**src/rtl/pwm_shadow_pkg.sv**
```systemverilog
package pwm_shadow_pkg;
  localparam int CNT_W   = 16;
  localparam int DIV_W   = 2;
  localparam int PRE_W   = (1 << DIV_W) - 1;
  localparam int ADDR_W  = 12;
  localparam int DATA_W  = 32;
  localparam int INV_BIT = 5;
  localparam int STRIDE  = 4;

  localparam logic [ADDR_W-1:0] PER_BASE  = 12'h400;
  localparam logic [ADDR_W-1:0] DUTY_BASE = 12'h420;
  localparam logic [ADDR_W-1:0] CTL_BASE  = 12'h440;

  typedef struct packed {
    logic [CNT_W-1:0] per;
    logic [CNT_W-1:0] duty;
    logic [DIV_W-1:0] div;
    logic             inv;
  } pwm_cfg_t;

  function automatic logic [ADDR_W-1:0] reg_addr(logic [ADDR_W-1:0] base, int ch);
    return base + ADDR_W'(STRIDE * ch);
  endfunction
endpackage

```
**src/rtl/pwm_shadow_regs.sv**
```systemverilog
module pwm_shadow_regs
  import pwm_shadow_pkg::*;
#(
  parameter int NUM_CH = 4
) (
  input  logic                    clk_i,
  input  logic                    rst_ni,
  input  logic                    wr_en_i,
  input  logic [ADDR_W-1:0]       wr_addr_i,
  input  logic [DATA_W-1:0]       wr_data_i,
  input  logic [ADDR_W-1:0]       rd_addr_i,
  output logic [DATA_W-1:0]       rd_data_o,
  output pwm_cfg_t [NUM_CH-1:0]   cfg_o,
  output logic [NUM_CH-1:0]       arm_o
);
  pwm_cfg_t [NUM_CH-1:0] cfg_q;

  always_ff @(posedge clk_i or negedge rst_ni) begin
    if (!rst_ni) begin
      cfg_q <= '0;
    end else if (wr_en_i) begin
      for (int c = 0; c < NUM_CH; c++) begin
        if (wr_addr_i == reg_addr(PER_BASE, c))  cfg_q[c].per  <= wr_data_i[CNT_W-1:0];
        if (wr_addr_i == reg_addr(DUTY_BASE, c)) cfg_q[c].duty <= wr_data_i[CNT_W-1:0];
        if (wr_addr_i == reg_addr(CTL_BASE, c)) begin
          cfg_q[c].div <= wr_data_i[DIV_W-1:0];
          cfg_q[c].inv <= wr_data_i[INV_BIT];
        end
      end
    end
  end

  // period write is the commit trigger
  always_comb begin
    for (int c = 0; c < NUM_CH; c++)
      arm_o[c] = wr_en_i && (wr_addr_i == reg_addr(PER_BASE, c));
  end

  always_comb begin
    rd_data_o = '0;
    for (int c = 0; c < NUM_CH; c++) begin
      if (rd_addr_i == reg_addr(PER_BASE, c))  rd_data_o = DATA_W'(cfg_q[c].per);
      if (rd_addr_i == reg_addr(DUTY_BASE, c)) rd_data_o = DATA_W'(cfg_q[c].duty);
      if (rd_addr_i == reg_addr(CTL_BASE, c)) begin
        rd_data_o[DIV_W-1:0] = cfg_q[c].div;
        rd_data_o[INV_BIT]   = cfg_q[c].inv;
      end
    end
  end

  assign cfg_o = cfg_q;
endmodule

```
**src/rtl/pwm_chan.sv**
```systemverilog
module pwm_chan
  import pwm_shadow_pkg::*;
(
  input  logic             clk_i,
  input  logic             rst_ni,
  input  logic             tick_i,
  input  logic             arm_i,
  input  pwm_cfg_t         shadow_i,
  output logic             pwm_o,
  output logic [CNT_W-1:0] act_per_o,
  output logic [CNT_W-1:0] cnt_o,
  output logic             pend_o
);
  pwm_cfg_t         act_q;
  logic [CNT_W-1:0] cnt_q;
  logic [PRE_W-1:0] pre_q;
  logic             pend_q;

  logic             running;
  logic [PRE_W-1:0] pre_mask;
  logic             ptick;
  logic             last;
  logic             load;

  assign running  = act_q.per != '0;
  assign pre_mask = PRE_W'((32'd1 << act_q.div) - 32'd1);
  assign ptick    = running && tick_i && ((pre_q & pre_mask) == pre_mask);
  assign last     = ptick && (cnt_q == act_q.per - CNT_W'(1));
  // idle channel commits at once, running one waits for its last step
  assign load     = pend_q && (!running || last);

  always_ff @(posedge clk_i or negedge rst_ni) begin
    if (!rst_ni) begin
      act_q  <= '0;
      cnt_q  <= '0;
      pre_q  <= '0;
      pend_q <= 1'b0;
    end else begin
      pend_q <= arm_i | (pend_q & ~load);
      if (load) begin
        act_q <= shadow_i;
        cnt_q <= '0;
        pre_q <= '0;
      end else if (running && tick_i) begin
        pre_q <= pre_q + PRE_W'(1);
        if (ptick) cnt_q <= last ? '0 : cnt_q + CNT_W'(1);
      end
    end
  end

  assign pwm_o     = running && ((cnt_q < act_q.duty) ^ act_q.inv);
  assign act_per_o = act_q.per;
  assign cnt_o     = cnt_q;
  assign pend_o    = pend_q;
endmodule

```
**src/rtl/pwm_shadow_bank.sv**
```systemverilog
module pwm_shadow_bank
  import pwm_shadow_pkg::*;
#(
  parameter int NUM_CH = 4
) (
  input  logic              clk_i,
  input  logic              rst_ni,
  input  logic              tick_i,
  input  logic              wr_en_i,
  input  logic [ADDR_W-1:0] wr_addr_i,
  input  logic [DATA_W-1:0] wr_data_i,
  input  logic [ADDR_W-1:0] rd_addr_i,
  output logic [DATA_W-1:0] rd_data_o,
  output logic [NUM_CH-1:0] pwm_o
);
  pwm_cfg_t [NUM_CH-1:0]         shadow;
  logic [NUM_CH-1:0]             arm;
  logic [NUM_CH-1:0]             pend;
  logic [NUM_CH-1:0][CNT_W-1:0]  act_per;
  logic [NUM_CH-1:0][CNT_W-1:0]  cnt;

  pwm_shadow_regs #(.NUM_CH(NUM_CH)) u_regs (
    .clk_i     (clk_i),
    .rst_ni    (rst_ni),
    .wr_en_i   (wr_en_i),
    .wr_addr_i (wr_addr_i),
    .wr_data_i (wr_data_i),
    .rd_addr_i (rd_addr_i),
    .rd_data_o (rd_data_o),
    .cfg_o     (shadow),
    .arm_o     (arm)
  );

  for (genvar g = 0; g < NUM_CH; g++) begin : g_ch
    pwm_chan u_ch (
      .clk_i     (clk_i),
      .rst_ni    (rst_ni),
      .tick_i    (tick_i),
      .arm_i     (arm[g]),
      .shadow_i  (shadow[g]),
      .pwm_o     (pwm_o[g]),
      .act_per_o (act_per[g]),
      .cnt_o     (cnt[g]),
      .pend_o    (pend[g])
    );
  end
endmodule

```
**config.mk**
```make
export PLATFORM = sky130hd
export DESIGN_NAME = pwm_shadow_bank
export DESIGN_NICKNAME = d
export VERILOG_FILES = /design/src/rtl/pwm_shadow_pkg.sv /design/src/rtl/pwm_shadow_regs.sv /design/src/rtl/pwm_chan.sv /design/src/rtl/pwm_shadow_bank.sv
export SDC_FILE = /design/constraint.sdc
export NUM_CORES = 1
export LEC_CHECK = 0
export ABC_AREA = 1
export BUFFER_PORTS_ARGS = -buffer_cell sky130_fd_sc_hd__buf_2
export CAP_MARGIN = 30
export CORE_UTILIZATION = 40
export CTS_CLUSTER_DIAMETER = 150
export CTS_CLUSTER_SIZE = 40
export DETAILED_ROUTE_END_ITERATION = 12
export PLACE_DENSITY = 0.66
export SLEW_MARGIN = 0
export SYNTH_ARGS = -nofsm -noshare
export SYNTH_HDL_FRONTEND = slang
export SYNTH_SLANG_ARGS = --single-unit
```
**constraint.sdc**
```tcl
create_clock -name clk_i -period 2.8 [get_ports clk_i]
set_input_delay 0.56 -clock clk_i [delete_from_list [all_inputs] [get_ports clk_i]]
set_output_delay 0.56 -clock clk_i [all_outputs]
set_load 0.02 [all_outputs]
```
Word-level counts from Yosys, hierarchy flattened

Cells that the tools add are included.
W data, S select, Z words.

Multiply operators: 0
Shifts and indexed selects: 4
Divide/modulo/power cells: 0
$lt $le $gt $ge: 4
Add/sub/neg operators: 16
Bitwise gates (word level): 20
Equality and inequality tests: 32
Reduce and logical (&&, ||, !) cells: 60
Mux-type cells: 40

Operators with widths:

| operator                | count |
|---|---|
| $mux W16                | 24 |
| $eq A12 B11 Y1 const B  | 24 |
| $add A16 B1 Y16 const B | 4 |
| $eq A16 B16 Y1          | 4 |
| $lt A16 B16 Y1          | 4 |
| $reduce_bool A16 Y1     | 4 |
| $sub A16 B1 Y16 const B | 4 |
| $reduce_and A2 Y1       | 16 |
| $logic_and A1 B1 Y1     | 24 |
| $mux W3                 | 8 |
| $reduce_bool A2 Y1      | 8 |
| $add A3 B1 Y3 const B   | 4 |
| $and A3 B3 Y3           | 4 |
| $eq A3 B3 Y1            | 4 |
| $shl A1 B2 Y3 const A   | 4 |
| $sub A3 B1 Y3 const B   | 4 |
| $mux W2                 | 4 |
| $and A1 B1 Y1           | 4 |
| $logic_not A1 Y1        | 4 |
| $logic_or A1 B1 Y1      | 4 |
| $mux W1                 | 4 |
| $not A1 Y1              | 4 |
| $or A1 B1 Y1            | 4 |
| $xor A1 B1 Y1           | 4 |

Latch bits: 0
Register bits after elaboration: 360
RAM bits: 0
Output and inout bits: 36
Word-level logic and storage cells: 220
Input port bits: 60
ROM bits: 0
Memories kept: 0

Longest topological paths before layout

Gate-level depths: netlist of the first run.

Depth after elaboration: 13
Mapped depth: 18
Gate-level depth less buffers: 17

Hierarchy

Synthesis of the first run repeated with hierarchy kept, for this count alone.

Cells, all modules: 2981
Area total of the unflattened synthesis: 22096.2 µm²

By module, submodules not included:

| module          | area each (µm²) | instances | cells an instance | seq. area each (µm²) |
|---|---|---|---|---|
| pwm_chan        | 3857.4          | 4         | 542               | 1376.3 |
| pwm_shadow_regs | 6666.4          | 1         | 813               | 3503.4 |

Worst setup path before layout of the first run

No wires, ideal clock.

Path type: input port to output port
Start: input rd_addr_i[7]
End: output rd_data_o[15]
Arrival time: 2.139 ns
Stages: 9
Required time: 2.240 ns
Slack: 0.101 ns
Cell sequence: inv_1 -> nand4_1 -> inv_1 -> nand2_1 -> nor2_1 -> clkinv_1 -> nand2_1 -> o21ai_0 -> a31oi_1

Cells in the longest elaborated chain, start to end: 9

Ends and longest elaborated chain:

| item               | line                  | text |
|---|---|---|
| start: declaration | pwm_shadow_bank.sv:12 | `input logic [ADDR_W-1:0] rd_addr_i,` |
| $eq A12 B11 Y1     | pwm_shadow_regs.sv:42 | `if (rd_addr_i == reg_addr(PER_BASE, c)) rd_data_o = DATA_W'(cfg_q[c].per);` |
| $mux W16           | pwm_shadow_regs.sv:42 |  |
| $mux W16           | pwm_shadow_regs.sv:43 | `if (rd_addr_i == reg_addr(DUTY_BASE, c)) rd_data_o = DATA_W'(cfg_q[c].duty);` |
| $mux W16           | pwm_shadow_regs.sv:42 |  |
| $mux W16           | pwm_shadow_regs.sv:43 |  |
| $mux W16           | pwm_shadow_regs.sv:42 |  |
| $mux W16           | pwm_shadow_regs.sv:43 |  |
| $mux W16           | pwm_shadow_regs.sv:42 |  |
| $mux W16 *         | pwm_shadow_regs.sv:43 |  |
| end: declaration   | pwm_shadow_bank.sv:13 | `output logic [DATA_W-1:0] rd_data_o,` |

Every way passes the cells marked *; elsewhere a longest branch is shown, timed or not.

Final worst setup path of the first run

Start: register g_ch[0].u_ch.cnt_q[7]
End: output pwm_o[0]

Cells in the longest elaborated chain, start to end: 3

Ends and longest elaborated chain:

| item                     | line                  | text |
|---|---|---|
| start: declaration       | pwm_chan.sv:15        | `logic [CNT_W-1:0] cnt_q;` |
| start signal: assignment | pwm_chan.sv:46        | `if (ptick) cnt_q <= last ? '0 : cnt_q + CNT_W'(1);` |
| $lt A16 B16 Y1           | pwm_chan.sv:51        | `assign pwm_o = running && ((cnt_q < act_q.duty) ^ act_q.inv);` |
| $xor A1 B1 Y1            | pwm_chan.sv:51        |  |
| $logic_and A1 B1 Y1      | pwm_chan.sv:51        |  |
| end: declaration         | pwm_shadow_bank.sv:14 | `output logic [NUM_CH-1:0] pwm_o` |

Every way passes these cells.

==> qor.txt, run 1 <==
Hold Vio Cnt, Final - 0
Clk_lat worst skew - 0.54 ns
CTS root buf - clkbuf_16
Min Tclk post-route - 2.82 ns
Hold path depth - 3
Commonest non-fill, non-tap cell in the layout - nand2_1
DRT Wirelength - 61900 um
Cts bufs inserted - 13
Setup CP Type - flip-flop to output port
# DRC - 0
Mapped cell area - 21500 um^2
Final worst slack - -0.0201 ns
Worst Path Arrival - 2.26 ns
Final worst path period share - 1.01
Register clock-pin slew on the reported worst setup and hold paths - 0.15 ns
Clk_skew - 0.0216 ns
Ys flop type - dfrtp_1
PortBufs - 63
Asr flop ratio synth - 1.00
Fin. max-slew vios - 0
Power per cell area - 330 nW/um^2
Fmax - 355 MHz
GRT Total Usage - 0.227
Fillers - 5229
Run status - finished with violations
Area Overhead vs Synth - 15.1%
DIE HEIGHT - 234 um
Reported max-cap violation count - 0
Row cnt - 84
Worst Setup End Kind - output port
Hold WC Path Type - input port to flip-flop
Most frequent cells in the layout - 811 x nand2_1, 330 x dfrtp_1, 285 x inv_1
Worst Setup Start Kind - flip-flop
I/O pin cnt - 96
Syn avg cell area - 7.43 um^2
Tot Pwr - 8.17 mW
Failing checks - negative setup slack
HPWL Detailed - 46000 um
Core ar. - 52900 um^2
CTS sink cnt - 360
Routed length per instance - 16.7 um
Number of global-route vias before repair - 17.6k
Worst Path Max Fanout - 2
Htree depth - 1
Yosys cell types - 46
Layout cells sized above 1 - 0.160
YS warnings - 0
Setup WS pre-CTS - -0.319 ns
Synth Instances - 2894
Initial antenna violation count - 0
Actual slew at the worst max-slew pin - 0.637 ns
Post-synth EDFFs - 0
Synth Register Bits - 360
NumNets Final - 3154
Peak supply drop - 357 uV
Routed vias - 19.3k
Placer's final routability congestion estimate - 0.933
RSZ-0062 raised after global routing - yes
WHS - 0.231 ns
Vias/cell - 5.22
Critical path required time - 2.24 ns
Initial DRC count - 1775
CTS tree - done
First-pass DRT Iterations - 8
Max-slew headroom - 0.575
CTS Buffer Depth - 3
Chip width - 234 um
R2r worst-path depth - 14
Routed Antenna Nets - 0
Die ar. - 54700 um^2
First-pass GRT wire length - 98300 um
Register area share after synthesis - 0.419
Largest net degree at the start of global routing - 64
Number of diodes - 0
Initial Util - 0.406
Leakage - 13.0 nW
Setup TNS - -0.0348 ns
Global route total overflow - 0
Setup-failing EPs final - 2
## layer usage
metal  up-vias  global-route usage  routed length, um
met5         -                   0                  0
met4         0              0.0542               1580
met3        71              0.0233               3020
met2       497               0.357              27700
met1      9179               0.335              29600
li1       9597                   -                  -
## registers in the layout, summed over array words and instances (netlist names)
signal               count
g_ch.u_ch.act_q         76
g_ch.u_ch.pre_q         12
g_ch.u_ch.pend_o         4
u_regs.cfg_o           140
g_ch.u_ch.act_per_o     64
g_ch.u_ch.cnt_o         64
## cells in the mapped netlist (26+ instances only)
master,count,area share
o21ai_0,185,0.043
nand4_1,64,0.019
clkbuf_1,64,0.011
a21oi_1,94,0.022
xor2_1,56,0.023
nand3b_1,26,0.0091
nand3_1,291,0.068
ha_1,76,0.044
xnor2_1,35,0.014
inv_1,308,0.054
o211ai_1,68,0.024
nand2_1,847,0.15
dfrtp_1,360,0.42
buf_4,31,0.011
nor2_1,236,0.041
## critical path, cell delays in order (launching register included)
cell and delay [ns]:
dfrtp_1 0.44, ha_1 0.32, a21oi_1 0.20, o21ai_1 0.13, o21ai_2 0.21, a21oi_1 0.10, nor2_2 0.16, buf_6 0.14
## metrics by stage
stage / instance area [um^2] / util / instances
finish: 24700 / 0.468 / 3707
global placement: 23000 / 0.436 / 3646
CTS: 24000 / 0.454 / 3683
floorplan: 21500 / - / 2909
global route: 24700 / 0.468 / 3707
detailed placement: 23000 / 0.436 / 3646
## what timing repair did
item | in CTS | in global routing
gates resized for setup | 136 | 153
setup buffers | 21 | 23
pin swaps | 49 | 78
cloned | 0 | 1
endpoints found under the setup margin | 20 | 22
hold endpoints to repair | 31 | 0
hold buffers | 1 | 0
## cell families after synthesis
family | after synthesis | synth area share
multiplexers | 7 | 0.00326
XOR/XNOR | 91 | 0.0371
buffers and inverters | 443 | 0.0869
AO/OA/AOI/OAI | 364 | 0.0946
flip-flops | 360 | 0.419
other | 1 | 0.000175
AND/OR/NAND/NOR | 1552 | 0.314
adder cells (fa/ha/maj) | 76 | 0.0443
## power breakdown
| group | internal (mW) | total, mW | switching, mW |
|---|---|---|---|
| logic | 0.0888 | 0.353 | 0.265 |
| registers | 5.21 | 5.22 | 0.0122 |
| clock network | 0.896 | 2.59 | 1.70 |
| total | 6.20 | 8.17 | 1.97 |
## final timing paths
kind / start / to / slack, ns
setup / recovery: g_ch[0].u_ch.cnt_o[7] / pwm_o[0] / -0.02
hold / removal: wr_data_i[2] / u_regs.cfg_o[40] / 0.23
setup reg to reg: g_ch[3].u_ch.act_per_o[1] / g_ch[3].u_ch.cnt_o[12] / 0.23
hold reg to reg: g_ch[0].u_ch.act_q[11] / g_ch[0].u_ch.act_q[11] / 0.49
max in group asynchronous: rst_ni / u_regs.cfg_o[136] / 1.47
min in group asynchronous: rst_ni / g_ch[0].u_ch.act_q[10] / 0.57
## area by class of cell
class | instances | area [um^2] | share of cell area
Multi-Input combinational cell | 2106 | 11400 | 0.462
Sequential cell | 360 | 9050 | 0.366
Timing Repair Buffer | 217 | 1820 | 0.0737
Clock inverter | 3 | 43.8 | 0.00177
Clock buffer | 13 | 325 | 0.0132
Tap cell | 688 | 861 | 0.0348
Inverter | 319 | 1200 | 0.0487
Timing Repair inverter | 1 | 3.75 | 0.000152
Note: power is estimated with default switching activity, not from simulation.
==> run 2, diff against run 1 <==
PLACE_DENSITY = 0.68   (was 0.66)
SKIP_LAST_GASP = 1   (was default)
clock period = 2.4 ns   (was 2.8 ns; I/O delays follow)
==> run 2 against run 1 <==
  * Sequential power increased by 17%
  * Clock skew increased by 0.014 ns
  * Setup slack got worse by 0.34 ns
  * Critical path type unchanged
  * Combinational power increased by 24%
  * Sequential cell count unchanged
  * The run still ends with negative setup slack left
  * Final cell count increased by 2.5%
  * Design area increased by 6.4%
  * First-iteration DRC count increased by 10%
  * Global-route usage increased by 0.52 points
  * Highest routed layer unchanged
  * Non-clock buffer count increased by 87
==> qor.txt, run 2 (synthesis gave the netlist of run 1 again) <==
R2r setup slk - -0.12 ns (-0.35 ns)
Routed Antenna Nets - 0 (unchanged)
Power per cell area - 363 nW/um^2 (+9.9%)
Register clock-pin slew on the reported worst setup and hold paths - 0.16 ns (about the same)
GRT Total Usage - 0.232 (+0.00520)
Reported max-cap violation count - 0 (unchanged)
Combinational share of power - 0.046 (+0.003)
HPWL Detailed - 47500 um (+3.3%)
Pint - 7.23 mW (+17%)
Worst Path Arrival - 2.28 ns (+0.02 ns)
Largest net degree at the start of global routing - 66 (+3.1%)
CTS tree - done
Critical path required time - 1.92 ns (-0.32 ns)
# DRC - 0 (unchanged)
CTS root buf - clkbuf_16
Clk_skew - 0.0358 ns (+0.0142 ns)
Actual slew at the worst max-slew pin - 0.642 ns (+0.00486 ns)
Chip width - 234 um (unchanged)
Number of global-route vias before repair - 18.3k (+4.1%)
DRT Wirelength - 66800 um (+8.1%)
Clk_lat worst skew - 0.55 ns (about the same)
Most frequent cells in the layout - 751 x nand2_1, 346 x dfrtp_1, 282 x inv_1
First-pass GRT wire length - 101000 um (+2.3%)
Peak supply drop - 388 uV (+8.5%)
Final worst path period share - 1.15
Worst Setup End Kind - output port
Die ar. - 54700 um^2 (unchanged)
PortBufs - 63 (unchanged)
Initial DRC count - 1957 (+10%)
Routed length per instance - 17.6 um (+5.4%)
Net switching power - 2.32 mW (+18%)
Initial antenna violation count - 1 (+1)
Worst Min Path Start - wr_data_i[2]
Hold Vio Cnt, Final - 0 (unchanged)
Commonest non-fill, non-tap cell in the layout - nand2_1
Vias/cell - 5.30 (+1.5%)
Routed vias - 20.1k (+4.0%)
Flop pwr share - 0.638 (about the same)
Leakage - 13.8 nW (+6.3%)
Hold WC Path Type - input port to flip-flop
Setup CP Type - flip-flop to output port
Final worst slack - -0.356 ns (-0.336 ns)
Area Overhead vs Synth - 22.5%
Core ar. - 52900 um^2 (unchanged)
CTS Buffer Depth - 3 (unchanged)
Placer's final routability congestion estimate - 0.964 (+3.3%)
Run status - finished with violations
Cts bufs inserted - 13 (unchanged)
Setup WS pre-CTS - -0.413 ns (-0.0939 ns)
CP startpoint - g_ch[0].u_ch.cnt_o[3]
Worst Setup Start Kind - flip-flop
NumNets Final - 3246 (+2.9%)
Global route total overflow - 0 (unchanged)
Setup-failing EPs final - 55 (+53)
Sw frac - 0.243 (+0.00144)
Max reg flops - 140 (unchanged)
DIE HEIGHT - 234 um (unchanged)
Failing checks - negative setup slack
Max-slew headroom - 0.572 (-0.00277)
Htree depth - 1 (unchanged)
I/O pin cnt - 96 (unchanged)
Fmax - 363 MHz
Row cnt - 84 (unchanged)
Clock share of power - 0.317 (about the same)
Min Tclk post-route - 2.76 ns
First-pass DRT Iterations - 8 (unchanged)
Initial Util - 0.406 (unchanged)
CTS sink cnt - 360 (unchanged)
Layout cells sized above 1 - 0.215 (+0.0547)
Fin. max-slew vios - 0 (unchanged)
Worst Path Max Fanout - 2 (unchanged)
RR Startpoint - g_ch[3].u_ch.act_per_o[3]
Setup TNS - -6.96 ns (-6.93 ns)
RSZ-0062 raised after global routing - yes
[run 2: changes by cell type in the layout (fill, tap and decap cells not counted), sizes merged]
cell | before | now
nand2 | 861 | 866
clkinvlp | 0 | 2
inv | 314 | 310
diode | 0 | 1
buf | 216 | 295
clkinv | 9 | 11
clkbuf | 13 | 21
[run 2: layer usage]
layer  track usage  share of wire  vias up
li1              -              -     9770
met1         0.336           0.45     9663
met2         0.377           0.46      601
met3        0.0202          0.057       90
met4        0.0534          0.026        0
met5             0              0        -
[run 2: critical path: stages, from the launching register on]
cell     delay (ns)
dfrtp_1        0.41
ha_1           0.33
a21oi_2        0.16
o21ai_2        0.09
nor3b_4        0.16
o21ai_2        0.19
nand3_1        0.12
nand2_2        0.10
nor2_4         0.05
buf_6          0.13
[run 2: area by class of cell]
class	count	area, um^2
antenna	1	2.50
timing repair inverter	1	5.00
fill	4954	26600
inverter	319	1210
clock inverter	3	45.0
multi-input combinational	2111	12100
timing repair buffer	304	2730
sequential	360	9030
clock buffer	13	325
tap	688	861
[run 2: what timing repair did]
item | CTS | global route
resized for setup | 183 | 270
pin swaps | 82 | 115
gates cloned | 1 | 19
endpoints found under the setup margin | 54 | 199
setup buffers | 9 | 55
hold buffers | 1 | 0
hold endpoints to repair | 41 | 0
[run 2: metrics by stage]
step	hold WS, ns	cell area (um^2)	std cells	util	total power [mW]
4_1_cts	0.183	24600	3727	0.465	9.60
5_1_grt	0.183	26300	3799	0.498	9.83
2_1_floorplan	0.184	21600	2909	-	6.32
6_report	0.172	26300	3800	0.498	9.56
3_5_place_dp	0.455	23500	3704	0.445	6.59
3_3_place_gp	0.454	23500	3704	0.445	6.59
[run 2: power groups by stage]
stage	registers [mW]	clock network [mW]	logic, mW
2_1_floorplan	6.20	0	0.113
3_3_place_gp	6.21	0	0.383
3_5_place_dp	6.21	0	0.383
4_1_cts	6.09	3.09	0.413
5_1_grt	6.10	3.26	0.475
6_report	6.10	3.03	0.436
[run 2: worst paths after layout]
path | endpoint | cells after the start
worst max-delay path | pwm_o[0] | 9
min in group asynchronous | u_regs.cfg_o[8] | 2
worst min-delay path | u_regs.cfg_o[40] | 3
worst max register to register | g_ch[3].u_ch.act_per_o[9] | 15
max in group asynchronous | u_regs.cfg_o[127] | 3
worst min register to register | g_ch[2].u_ch.act_q[12] | 2
